==> src/rtl/nbc_pkg.sv <==
package nbc_pkg;

    // Status word bit positions (host software decodes these)
    localparam int STAT_W     = 16;
    localparam int B_BRD_RST  = 15;
    localparam int B_ON_AIR   = 14;
    localparam int B_ATTN     = 13;
    localparam int B_COP_IE   = 12;
    localparam int B_PAR_IE   = 11;
    localparam int B_PAR_FLAG = 9;
    localparam int B_COP_FLAG = 8;
    localparam int B_AUX_EN   = 5;
    localparam int B_RAM_SEL  = 4;

    // Parity control word bit positions
    localparam int B_ACK      = 8;
    localparam int B_SRC      = 7;
    localparam int B_LANE     = 6;

    // Register indices
    localparam int IDX_STATUS = 0;
    localparam int IDX_PCTL   = 1;
    localparam int IDX_PADDR  = 2;

    typedef enum logic [1:0] {
        ATT_IDLE = 2'd0,
        ATT_FIRE = 2'd1,
        ATT_HELD = 2'd2
    } attn_state_e;

    typedef enum logic {
        PAR_ARMED = 1'b0,
        PAR_HELD  = 1'b1
    } par_state_e;

    typedef struct packed {
        logic brd_rst;
        logic on_air;
        logic cop_ie;
        logic par_ie;
        logic aux_en;
        logic ram_sel;
    } ctl_bits_t;

endpackage

==> src/rtl/nbc_ctl_reg.sv <==
module nbc_ctl_reg
    import nbc_pkg::*;
#(
    parameter int HI_W = 4
) (
    input  logic                clk,
    input  logic                rst_n,
    input  logic                wr_stat,
    input  logic [STAT_W-1:0]   wr_data,
    output ctl_bits_t           ctl,
    output logic [HI_W-1:0]     hi_addr
);

    logic unused_wr_bits;
    assign unused_wr_bits = ^{wr_data[B_ATTN], wr_data[10:6]};

    always_ff @(posedge clk or negedge rst_n) begin
        if (!rst_n) begin
            ctl     <= '{brd_rst: 1'b1, default: 1'b0};
            hi_addr <= '0;
        end else if (wr_stat) begin
            ctl.brd_rst <= wr_data[B_BRD_RST];
            ctl.on_air  <= wr_data[B_ON_AIR];
            ctl.cop_ie  <= wr_data[B_COP_IE];
            ctl.par_ie  <= wr_data[B_PAR_IE];
            ctl.aux_en  <= wr_data[B_AUX_EN];
            ctl.ram_sel <= wr_data[B_RAM_SEL];
            hi_addr     <= wr_data[HI_W-1:0];
        end
    end

endmodule

==> src/rtl/nbc_attn_fsm.sv <==
module nbc_attn_fsm
    import nbc_pkg::*;
(
    input  logic clk,
    input  logic rst_n,
    input  logic wr_stat,
    input  logic wr_bit,
    output logic attn_pulse,
    output logic attn_level
);

    attn_state_e state_q, state_d;

    always_ff @(posedge clk or negedge rst_n) begin
        if (!rst_n) state_q <= ATT_IDLE;
        else        state_q <= state_d;
    end

    always_comb begin
        state_d = state_q;
        unique case (state_q)
            ATT_IDLE: if (wr_stat && wr_bit)  state_d = ATT_FIRE;
            ATT_FIRE: if (wr_stat && !wr_bit) state_d = ATT_IDLE;
                      else                    state_d = ATT_HELD;
            ATT_HELD: if (wr_stat && !wr_bit) state_d = ATT_IDLE;
            default:                          state_d = ATT_IDLE;
        endcase
    end

    always_comb begin
        attn_pulse = (state_q == ATT_FIRE);
        attn_level = (state_q != ATT_IDLE);
    end

endmodule

==> src/rtl/nbc_par_capture.sv <==
module nbc_par_capture
    import nbc_pkg::*;
#(
    parameter int ADDR_W = 20
) (
    input  logic              clk,
    input  logic              rst_n,
    input  logic              err_pulse,
    input  logic [ADDR_W-1:0] err_addr,
    input  logic              err_src,
    input  logic              err_lane,
    input  logic              ack,
    output logic              flag,
    output logic [ADDR_W-1:0] cap_addr,
    output logic              cap_src,
    output logic              cap_lane
);

    par_state_e state_q, state_d;
    logic       capture;

    always_ff @(posedge clk or negedge rst_n) begin
        if (!rst_n) state_q <= PAR_ARMED;
        else        state_q <= state_d;
    end

    always_comb begin
        state_d = state_q;
        capture = 1'b0;
        unique case (state_q)
            PAR_ARMED: if (err_pulse) begin
                state_d = PAR_HELD;
                capture = 1'b1;
            end
            PAR_HELD:  if (ack) state_d = PAR_ARMED;
            default:   state_d = PAR_ARMED;
        endcase
    end

    always_comb flag = (state_q == PAR_HELD);

    always_ff @(posedge clk or negedge rst_n) begin
        if (!rst_n) begin
            cap_addr <= '0;
            cap_src  <= 1'b0;
            cap_lane <= 1'b0;
        end else if (capture) begin
            cap_addr <= err_addr;
            cap_src  <= err_src;
            cap_lane <= err_lane;
        end
    end

endmodule

==> src/rtl/nbc_irq_unit.sv <==
module nbc_irq_unit (
    input  logic clk,
    input  logic rst_n,
    input  logic cop_irq_pulse,
    input  logic attn_pulse,
    input  logic cop_ie,
    input  logic par_ie,
    input  logic par_flag,
    output logic cop_flag,
    output logic host_irq
);

    always_ff @(posedge clk or negedge rst_n) begin
        if (!rst_n)             cop_flag <= 1'b0;
        else if (cop_irq_pulse) cop_flag <= 1'b1;
        else if (attn_pulse)    cop_flag <= 1'b0;
    end

    always_comb host_irq = (cop_flag & cop_ie) | (par_flag & par_ie);

endmodule

==> src/rtl/nbc_board_ctl.sv <==
module nbc_board_ctl
    import nbc_pkg::*;
#(
    parameter int IDX_W = 2,
    parameter int LO_W  = 16,
    parameter int HI_W  = 4
) (
    input  logic                 clk,
    input  logic                 rst_n,
    input  logic [IDX_W-1:0]     reg_idx,
    input  logic                 wr_en,
    input  logic [15:0]          wr_data,
    output logic [15:0]          rd_data,
    input  logic                 cop_irq_pulse,
    input  logic                 par_err_pulse,
    input  logic [LO_W+HI_W-1:0] par_err_addr,
    input  logic                 par_err_src,
    input  logic                 par_err_lane,
    output logic                 board_reset,
    output logic                 on_air,
    output logic                 attn_pulse,
    output logic                 aux_bus_en,
    output logic                 ram_256k,
    output logic [HI_W-1:0]      hi_addr,
    output logic                 host_irq
);

    localparam int ADDR_W = LO_W + HI_W;

    logic              wr_stat, wr_pctl, ack;
    ctl_bits_t         ctl;
    logic              attn_level;
    logic              cop_flag, par_flag;
    logic [ADDR_W-1:0] cap_addr;
    logic              cap_src, cap_lane;

    assign wr_stat = wr_en && (reg_idx == IDX_W'(IDX_STATUS));
    assign wr_pctl = wr_en && (reg_idx == IDX_W'(IDX_PCTL));
    assign ack     = wr_pctl && wr_data[B_ACK];

    nbc_ctl_reg #(.HI_W(HI_W)) u_ctl (
        .clk     (clk),
        .rst_n   (rst_n),
        .wr_stat (wr_stat),
        .wr_data (wr_data),
        .ctl     (ctl),
        .hi_addr (hi_addr)
    );

    nbc_attn_fsm u_attn (
        .clk        (clk),
        .rst_n      (rst_n),
        .wr_stat    (wr_stat),
        .wr_bit     (wr_data[B_ATTN]),
        .attn_pulse (attn_pulse),
        .attn_level (attn_level)
    );

    nbc_par_capture #(.ADDR_W(ADDR_W)) u_par (
        .clk       (clk),
        .rst_n     (rst_n),
        .err_pulse (par_err_pulse),
        .err_addr  (par_err_addr),
        .err_src   (par_err_src),
        .err_lane  (par_err_lane),
        .ack       (ack),
        .flag      (par_flag),
        .cap_addr  (cap_addr),
        .cap_src   (cap_src),
        .cap_lane  (cap_lane)
    );

    nbc_irq_unit u_irq (
        .clk           (clk),
        .rst_n         (rst_n),
        .cop_irq_pulse (cop_irq_pulse),
        .attn_pulse    (attn_pulse),
        .cop_ie        (ctl.cop_ie),
        .par_ie        (ctl.par_ie),
        .par_flag      (par_flag),
        .cop_flag      (cop_flag),
        .host_irq      (host_irq)
    );

    assign board_reset = ctl.brd_rst;
    assign on_air      = ctl.on_air;
    assign aux_bus_en  = ctl.aux_en;
    assign ram_256k    = ctl.ram_sel;

    always_comb begin
        rd_data = '0;
        unique case (reg_idx)
            IDX_W'(IDX_STATUS): begin
                rd_data[B_BRD_RST]  = ctl.brd_rst;
                rd_data[B_ON_AIR]   = ctl.on_air;
                rd_data[B_ATTN]     = attn_level;
                rd_data[B_COP_IE]   = ctl.cop_ie;
                rd_data[B_PAR_IE]   = ctl.par_ie;
                rd_data[B_PAR_FLAG] = par_flag;
                rd_data[B_COP_FLAG] = cop_flag;
                rd_data[B_AUX_EN]   = ctl.aux_en;
                rd_data[B_RAM_SEL]  = ctl.ram_sel;
                rd_data[HI_W-1:0]   = hi_addr;
            end
            IDX_W'(IDX_PCTL): begin
                rd_data[B_SRC]      = cap_src;
                rd_data[B_LANE]     = cap_lane;
                rd_data[HI_W-1:0]   = cap_addr[ADDR_W-1:LO_W];
            end
            IDX_W'(IDX_PADDR): begin
                rd_data[LO_W-1:0]   = cap_addr[LO_W-1:0];
            end
            default: rd_data = '0;
        endcase
    end

endmodule

==> config.mk <==
export PLATFORM = sky130hd
export DESIGN_NAME = nbc_board_ctl
export DESIGN_NICKNAME = d
export VERILOG_FILES = /design/src/rtl/nbc_pkg.sv /design/src/rtl/nbc_ctl_reg.sv /design/src/rtl/nbc_attn_fsm.sv /design/src/rtl/nbc_par_capture.sv /design/src/rtl/nbc_irq_unit.sv /design/src/rtl/nbc_board_ctl.sv
export SDC_FILE = /design/constraint.sdc
export NUM_CORES = 1
export LEC_CHECK = 0
export BUFFER_PORTS_ARGS = -buffer_cell sky130_fd_sc_hd__buf_2
export CAP_MARGIN = 20
export CORE_MARGIN = 5
export CORE_UTILIZATION = 45
export DETAILED_ROUTE_END_ITERATION = 7
export GPL_TIMING_DRIVEN = 0
export PLACE_DENSITY = 0.79
export SYNTH_ARGS = -nofsm -noshare
export SYNTH_HDL_FRONTEND = slang
export SYNTH_SLANG_ARGS = --single-unit
==> constraint.sdc <==
create_clock -name clk -period 3.06 [get_ports clk]
set_clock_uncertainty 0.05 [all_clocks]
set_input_delay 0.918 -clock clk [delete_from_list [all_inputs] [get_ports clk]]
set_output_delay 0.918 -clock clk [all_outputs]
set_load 0.01 [all_outputs]
==> impl_metrics.json, run 1 <==
{
  "gp_congestion": 0.813,
  "met2_usage_pct": 26.9,
  "cts_buffers": 5,
  "clock_latency_ps": 280,
  "root_buffer": "clkbuf_8",
  "routed_wl_mm": 3.93,
  "vdd_drop_max_v": 0.000355,
  "synthCells": 115,
  "die_width_um": 71.8,
  "via_per_inst": 5.19,
  "power.leakage_nw": 1.12,
  "cp-end-kind": "primary output",
  "grtUsageMet1_pct": 20.4,
  "fin_tns_setup_ps": 0,
  "cap_viol_max_count": 0,
  "wire_per_inst_um": 16.6,
  "synth_area_per_cell_um2": 14.9,
  "cpMostUsedCell": "buf_2",
  "mostFrequentLayoutCells": "66 x buf_2, 35 x dfrtp_1, 19 x mux2_4, 13 x mux2_2, 9 x a22o_1",
  "ys_warn_count": 0,
  "hpwl_mm": 2.99,
  "cp.required_ps": 2090,
  "drt-pass1-iter-count": 5,
  "htreeDepth": 2,
  "max_slew_margin_pct": 49.2,
  "p_per_area_nw_per_um2": 787,
  "first_global_vias": 1370,
  "synth_area_um2": 1720,
  "finalMaxSlewViolations": 0,
  "rsz0062_at_grt": "false",
  "fill_cells": 316,
  "postRouteAntennaNets": 0,
  "rows": 22,
  "ff2ff_setup_slack_ps": 1700,
  "finalCriticalPeriod_ps": 3010,
  "grt_start_max_net_pins": 37,
  "fin_util_pct": 59.8,
  "clkSlewWorstSetupHoldPaths_ps": 60,
  "gr-max-usage-layer": "met2",
  "synth_fp_nets": 164,
  "hold_buffers": 0,
  "cpMaxStageDelayCell": "ha_1",
  "worst_pin_slew_ps": 763,
  "nets": 237,
  "gr-total-overflow": 0,
  "track_usage_pct": 16.4,
  "clkSinkCount": 36,
  "die_height_um": 71.8,
  "start_kind": "input port",
  "final-hold-violation-count": 0,
  "min-delay-path-class": "register to register",
  "clockBufferDepth": 2,
  "status": "finished, final reports clean",
  "use_met3_pct": 5.05,
  "vias": 1231,
  "area_growth_pct": 28.4,
  "grt_pass1_wl_mm": 6.51,
  "crit_type": "input port to primary output",
  "drive_gt1_share_pct": 60.8,
  "initialDrtViolationCount": 66,
  "worstPathArrival_ps": 2040,
  "fp.dieArea_um2": 5150,
  "initial_core_util_pct": 46.6,
  "crit_buf_inv": 4,
  "cts_tree": "built",
  "yosysSeqAreaShare_pct": 52.5,
  "setup_viol": 0,
  "cpLargestDelayFamily": "buffers and inverters",
  "ys_ff_latch": 36,
  "diodes": 0,
  "post-route-drc-count": 0,
  "max_stage_delay_ps": 280,
  "final_common_cell": "buf_2",
  "path_cells": "buf_2 > inv_1 > ha_1 > buf_4 > a222oi_1 > nor2_1 > buf_2",
  "ys_types": 23,
  "crit_fanout": 10,
  "io_buffers": 66,
  "finalCritPeriodShare_pct": 98.5,
  "pin_count": 71,
  "core_um2": 3690,
  "antenna_found_initial": 0,
  "fmax_ghz": 0.332
}
-- registers in the layout (all words and copies together), names as in the netlist --
register and cells:
u_par.flag 1, u_ctl.hi_addr 4, u_par.cap_addr 20, u_attn.state_q 2, u_ctl.ctl 6, u_irq.cop_flag 1
u_par.cap_src 1, u_par.cap_lane 1
-- power breakdown --
group	leakage (nW)	total (mW)	internal, mW	switching (mW)
registers	0.421	0.787	0.665	0.122
logic	0.653	0.609	0.394	0.215
clock network	0.0455	0.340	0.183	0.157
total	1.12	1.74	1.24	0.494
-- layer usage --
layer  part of all wire [%]  vias to the layer above
li1                       -                      566
met1                     41                      615
met2                     51                       46
met3                    7.7                        4
met4                   0.99                        0
met5                      0                        -
-- kinds of logic after synthesis --
logic type,Yosys count,share of synthesized area [%]
flops,36,52.5
buf+inv,9,4.88
mux,32,25.1
compound gates,19,9.54
simple gates,15,5.03
fa+ha+maj,4,2.91
-- repair_timing --
action                     CTS  global route
gates resized for setup      0             4
buffers inserted             0             0
setup endpoints to repair    0             9
-- final timing paths --
check | start | to | depth (start not counted)
min in group asynchronous | rst_n | u_ctl.ctl[0] | 1
max | reg_idx[0] | rd_data[1] | 7
min reg2reg | u_attn.state_q[1] | u_attn.state_q[0] | 1
max in group asynchronous | rst_n | u_attn.state_q[1] | 1
max reg2reg | u_par.flag | u_par.cap_addr[2] | 4
min | u_attn.state_q[1] | u_attn.state_q[0] | 1
-- synth_stat cells --
cell type	count	area, µm²
a21o_2	1	8.76
a222oi_1	4	40.0
a22o_1	9	78.8
a22oi_1	2	15.0
and2_1	1	6.26
buf_12	2	40.0
buf_2	2	10.0
buf_6	2	22.5
dfrtp_1	35	876
dfstp_2	1	26.3
ha_1	4	50.1
inv_1	3	11.3
mux2_2	13	146
mux2_4	19	285
nand2_1	2	7.51
nand2_2	1	6.26
nand3_1	1	5.00
nor2_1	4	15.0
nor2b_1	5	31.3
nor4b_2	1	15.0
o21ai_0	1	5.00
o21bai_1	1	7.51
o22a_1	1	8.76
-- cell type report --
type	instances	area (µm²)	share of cell area, %
Buffer	6	77.6	3.52
Tap cell	48	60.1	2.72
Inverter	3	11.3	0.510
Timing Repair Buffer	66	330	15.0
Sequential cell	36	902	40.9
Clock buffer	8	90.1	4.08
Multi-Input combinational cell	70	734	33.3
-- per-stage QoR --
step           cells  setup WS, ps  power, mW  hold WS, ps  instance area [µm²]
5_1_grt          237          3.77       1.84          464                 2210
4_1_cts          237          32.1       1.75          444                 2200
6_report         237          47.0       1.74          436                 2210
3_3_place_gp     229          36.0       1.37          417                 2110
2_1_floorplan    115           390       1.22          405                 1720
3_5_place_dp     229          34.5       1.40          432                 2110
Note: power is estimated with default switching activity, not from simulation.
==> run 2, diff against run 1 <==
--- a/config.mk
+++ b/config.mk
@@ -9,6 +9,7 @@
 export CAP_MARGIN = 20
 export CORE_MARGIN = 5
 export CORE_UTILIZATION = 45
+export CTS_BUF_LIST = sky130_fd_sc_hd__clkbuf_8
 export DETAILED_ROUTE_END_ITERATION = 7
 export GPL_TIMING_DRIVEN = 0
 export PLACE_DENSITY = 0.79
==> impl_metrics.json, run 2 (synthesis results as in run 1) <==
{
  "status": "finished, final reports clean",
  "mostFrequentLayoutCells": "66 x buf_2, 35 x dfrtp_1, 19 x mux2_4, 13 x mux2_2, 9 x a22o_1",
  "start_kind": "input port",
  "largest_reg_flops": 20,
  "io_buffers": 66,
  "cp-end-kind": "primary output",
  "cp.required_ps": 2090,
  "via_per_inst": 5.17,
  "root_buffer": "clkbuf_8",
  "rows": 22,
  "initialDrtViolationCount": 65,
  "nets": 237,
  "gr-total-overflow": 0,
  "track_usage_pct": 16.4,
  "final-hold-violation-count": 0,
  "clockBufferDepth": 2,
  "vias": 1225,
  "hpwl_mm": 2.99,
  "htreeDepth": 2,
  "postRouteAntennaNets": 0,
  "setup_viol": 0,
  "wire_per_inst_um": 16.6,
  "max_slew_margin_pct": 49.1,
  "clkSlewWorstSetupHoldPaths_ps": 60,
  "gp_congestion": 0.813,
  "finalCriticalPeriod_ps": 3000,
  "clock_latency_ps": 280,
  "rsz0062_at_grt": "false",
  "routed_wl_mm": 3.93,
  "grt_pass1_wl_mm": 6.51,
  "timing.rr.start": "u_par.flag",
  "antenna_found_initial": 0,
  "die_width_um": 71.8,
  "core_um2": 3690,
  "pin_count": 71,
  "min_from": "u_attn.state_q[1]",
  "final_area_um2": 2210,
  "fp.dieArea_um2": 5150,
  "fill_cells": 316,
  "cap_viol_max_count": 0,
  "fin_tns_setup_ps": 0,
  "regArea_um2": 902,
  "finalCritPeriodShare_pct": 98.1,
  "die_height_um": 71.8,
  "drt-pass1-iter-count": 4,
  "area_growth_pct": 28.4,
  "ff2ff_setup_slack_ps": 1700,
  "worst_pin_slew_ps": 763,
  "worstRegToRegCells": 4,
  "diodes": 0,
  "crit_fanout": 10,
  "clkSinkCount": 36,
  "p_per_area_nw_per_um2": 784,
  "vdd_drop_max_v": 0.000345,
  "regMostFlops": "u_par.cap_addr",
  "cts_tree": "built",
  "grt_start_max_net_pins": 37,
  "worstPathArrival_ps": 2030,
  "postPlaceCellArea_um2": 2110,
  "first_global_vias": 1370,
  "drive_gt1_share_pct": 60.8,
  "cts_setup_buffers": 0,
  "finalMaxSlewViolations": 0,
  "final_common_cell": "buf_2",
  "crit_type": "input port to primary output",
  "fmax_ghz": 0.333,
  "top_regs": "u_par.cap_addr: 20 flops, u_ctl.ctl: 6 flops, u_ctl.hi_addr: 4 flops",
  "post-route-drc-count": 0,
  "min_to": "u_attn.state_q[0]",
  "initial_core_util_pct": 46.6,
  "multi_input_area_um2": 734,
  "whs_path_depth": 1,
  "min-delay-path-class": "register to register",
  "reg2reg_to": "u_par.cap_addr[2]",
  "cts_buffers": 5,
  "power.leakage_nw": 1.13
}
## run 2: through the flow
step	worst slack [ps]	power, mW	util (%)	cells	hold WS [ps]
6_report	57.8	1.73	59.8	237	436
5_1_grt	3.77	1.83	59.8	237	464
4_1_cts	32.1	1.75	59.6	237	444
3_5_place_dp	34.5	1.40	57.2	229	432
3_3_place_gp	36.0	1.37	57.2	229	417
2_1_floorplan	390	1.22	-	115	405
## run 2: metal layers
| metal | track usage (%) | vias up | part of all wire [%] |
|---|---|---|---|
| li1 | - | 564 | - |
| met1 | 20.4 | 608 | 40 |
| met2 | 26.9 | 49 | 51 |
| met3 | 5.05 | 4 | 7.8 |
| met4 | 5.43 | 0 | 0.99 |
| met5 | 0 | - | 0 |
## run 2: final cells by class
cell class	count	share of cell area [%]
sequential	36	40.9
buffer	6	3.52
timing repair buffer	66	15.0
clock buffer	6	3.74
tap	48	2.72
inverter	3	0.510
multi-input combinational	70	33.3
clock inverter	2	0.340
## run 2: worst max path at each step
| stage | cells after the start | from | endpoint | slack (ps) |
|---|---|---|---|---|
| 2_1_floorplan | 5 | reg_idx[0] | rd_data[1] | 390 |
| 3_3_place_gp | 7 | reg_idx[0] | rd_data[1] | 40 |
| 3_5_place_dp | 7 | reg_idx[0] | rd_data[1] | 30 |
| 4_1_cts | 7 | reg_idx[0] | rd_data[1] | 30 |
| 5_1_grt | 7 | reg_idx[0] | rd_data[1] | 4 |
| 6_report | 7 | reg_idx[0] | rd_data[1] | 60 |
## run 2: worst max-delay path, stage by stage
cell	delay, ps
buf_2	100
inv_1	60
ha_1	270
buf_4	210
a222oi_1	240
nor2_1	80
buf_2	150
## run 2: power by group
group	switching (mW)	internal (mW)	total [mW]
combinational	0.215	0.394	0.609
sequential	0.123	0.665	0.787
clock	0.157	0.177	0.333
## run 2: timing repair
action	CTS	global route
hold buffers	0	0
resized for setup	0	4
endpoints found under the setup margin	0	9
==> run 3, diff against run 2 <==
--- a/config.mk
+++ b/config.mk
@@ -16,3 +16,4 @@
 export SYNTH_ARGS = -nofsm -noshare
 export SYNTH_HDL_FRONTEND = slang
 export SYNTH_SLANG_ARGS = --single-unit
+export TNS_END_PERCENT = 1
==> constraint.sdc (replaced) <==
create_clock -name clk -period 3.06 [get_ports clk]
set_clock_uncertainty 0.05 [all_clocks]
set_input_delay 0.918 -clock clk [delete_from_list [all_inputs] [get_ports clk]]
set_output_delay 0.918 -clock clk [all_outputs]
set_load 0.1 [all_outputs]
==> impl_metrics.json, run 3 (synthesis results as in run 1) <==
{
  "max_stage_delay_ps": 350,
  "drt-pass1-iter-count": 4,
  "cpLargestDelayFamily": "buffers and inverters",
  "fin_tns_setup_ps": 0,
  "nets": 240,
  "clock_latency_ps": 280,
  "core_um2": 3690,
  "crit_type": "input port to primary output",
  "post-route-drc-count": 0,
  "diodes": 0,
  "top_regs": "u_par.cap_addr: 20 flops, u_ctl.ctl: 6 flops, u_ctl.hi_addr: 4 flops",
  "area_growth_pct": 37.6,
  "routed_wl_mm": 4.18,
  "die_width_um": 71.8,
  "p_per_area_nw_per_um2": 961,
  "start_kind": "input port",
  "io_buffers": 66,
  "status": "finished, final reports clean",
  "grt_start_max_net_pins": 37,
  "setup_viol": 0,
  "clkSinkCount": 36,
  "postRouteAntennaNets": 0,
  "mostFrequentLayoutCells": "50 x buf_2, 35 x dfrtp_1, 19 x mux2_4, 13 x buf_4, 13 x mux2_2",
  "gr-total-overflow": 0,
  "initialDrtViolationCount": 68,
  "hpwl_mm": 2.99,
  "wire_per_inst_um": 17.4,
  "max_slew_margin_pct": 45.6,
  "final-hold-violation-count": 0,
  "drive_gt1_share_pct": 66.7,
  "cts_buffers": 5,
  "track_usage_pct": 17.4,
  "grt_pass1_wl_mm": 6.97,
  "worstPathArrival_ps": 2020,
  "fp.dieArea_um2": 5150,
  "dp_cells": 229,
  "cts_tree": "built",
  "root_buffer": "clkbuf_8",
  "path_cells": "buf_4 > inv_4 > ha_4 > buf_8 > a222oi_1 > nor2_4 > buf_12",
  "power.leakage_nw": 1.16,
  "cp_num_cells": 7,
  "clockBufferDepth": 2,
  "first_global_vias": 1438,
  "clkSlewWorstSetupHoldPaths_ps": 70,
  "initial_core_util_pct": 46.6,
  "crit_fanout": 5,
  "pin_count": 71,
  "cp-end-kind": "primary output",
  "finalMaxSlewViolations": 0,
  "fin_util_pct": 64.1,
  "vias": 1257,
  "htreeDepth": 2,
  "cap_viol_max_count": 0,
  "min-delay-path-class": "register to register",
  "worst_pin_slew_ps": 815,
  "finalPower_mw": 2.27,
  "vdd_drop_max_v": 0.000494,
  "largest_reg_flops": 20,
  "final_common_cell": "buf_2",
  "rows": 22,
  "fmax_ghz": 0.335,
  "cp.required_ps": 2090,
  "gp_congestion": 0.804,
  "via_per_inst": 5.24,
  "die_height_um": 71.8,
  "hold_ws_ps": 451,
  "cpMaxStageDelayCell": "a222oi_1",
  "antenna_found_initial": 0,
  "crit_buf_inv": 4,
  "finalCritPeriodShare_pct": 97.6,
  "finalCriticalPeriod_ps": 2990,
  "layoutNonFillerInstCount": 240,
  "rsz0062_at_grt": "false",
  "regMostFlops": "u_par.cap_addr",
  "whs_path_depth": 1,
  "worstRegToRegCells": 4
}
## run 3: changes by cell type in the layout (fill, tap and decap cells not counted), moves of 3 or more
cell / before / now
buf_2: 66 / 50
nor2_2: 0 / 3
nor2_1: 4 / 0
ha_4: 0 / 3
buf_6: 2 / 6
buf_4: 1 / 13
## run 3: worst paths after layout
check	endpoint	slack [ps]	startpoint
worst max-delay path	rd_data[1]	70	reg_idx[1]
max in group asynchronous	u_par.cap_addr[10]	1770	rst_n
worst max register to register	u_par.cap_src	1720	u_par.flag
min in group asynchronous	u_ctl.hi_addr[2]	670	rst_n
worst min register to register	u_attn.state_q[0]	450	u_attn.state_q[1]
worst min-delay path	u_attn.state_q[0]	450	u_attn.state_q[1]
## run 3: layer usage
layer / track usage (%) / up-vias / share of wire [%]
met2: 30.4 / 53 / 52
met3: 4.63 / 2 / 7.1
li1: - / 576 / -
met1: 21.5 / 626 / 40
met4: 3.76 / 0 / 0.57
met5: 0 / - / 0
## run 3: worst register-to-register path, delay by kind of cell (launching register included)
family,cells,cell delay [ps]
DFF,1,420
buffers and inverters,2,300
muxes,1,310
and+or+nand+nor,1,150
## run 3: power by group
group	total, mW	switching, mW	leakage (nW)	internal [mW]
Sequential	0.784	0.119	0.421	0.665
Clock	0.341	0.164	0.0538	0.177
Combinational	1.15	0.704	0.685	0.444
## run 3: final cells by class
cell class,count,area (µm²)
Multi-Input combinational cell,70,790
Tap cell,48,60.1
Fill cell,291,1330
Buffer,6,85.1
Sequential cell,36,902
Clock inverter,2,7.51
Inverter,3,16.3
Clock buffer,6,82.6
Timing Repair Buffer,69,420
## run 3: metrics by stage
| step | setup WS (ps) | area, µm² |
|---|---|---|
| global placement | -235 | 2130 |
| CTS | 0.662 | 2300 |
| global route | 6.81 | 2360 |
| floorplan | -96.2 | 1740 |
| finish | 74.4 | 2360 |
| detailed placement | -237 | 2130 |
## run 3: repair_timing
action	in CTS	in global routing
hold buffers	0	0
endpoints found under the setup margin	16	15
pin swaps	1	3
resized for setup	26	11
buffers inserted	0	3
endpoints found under the hold margin	0	0
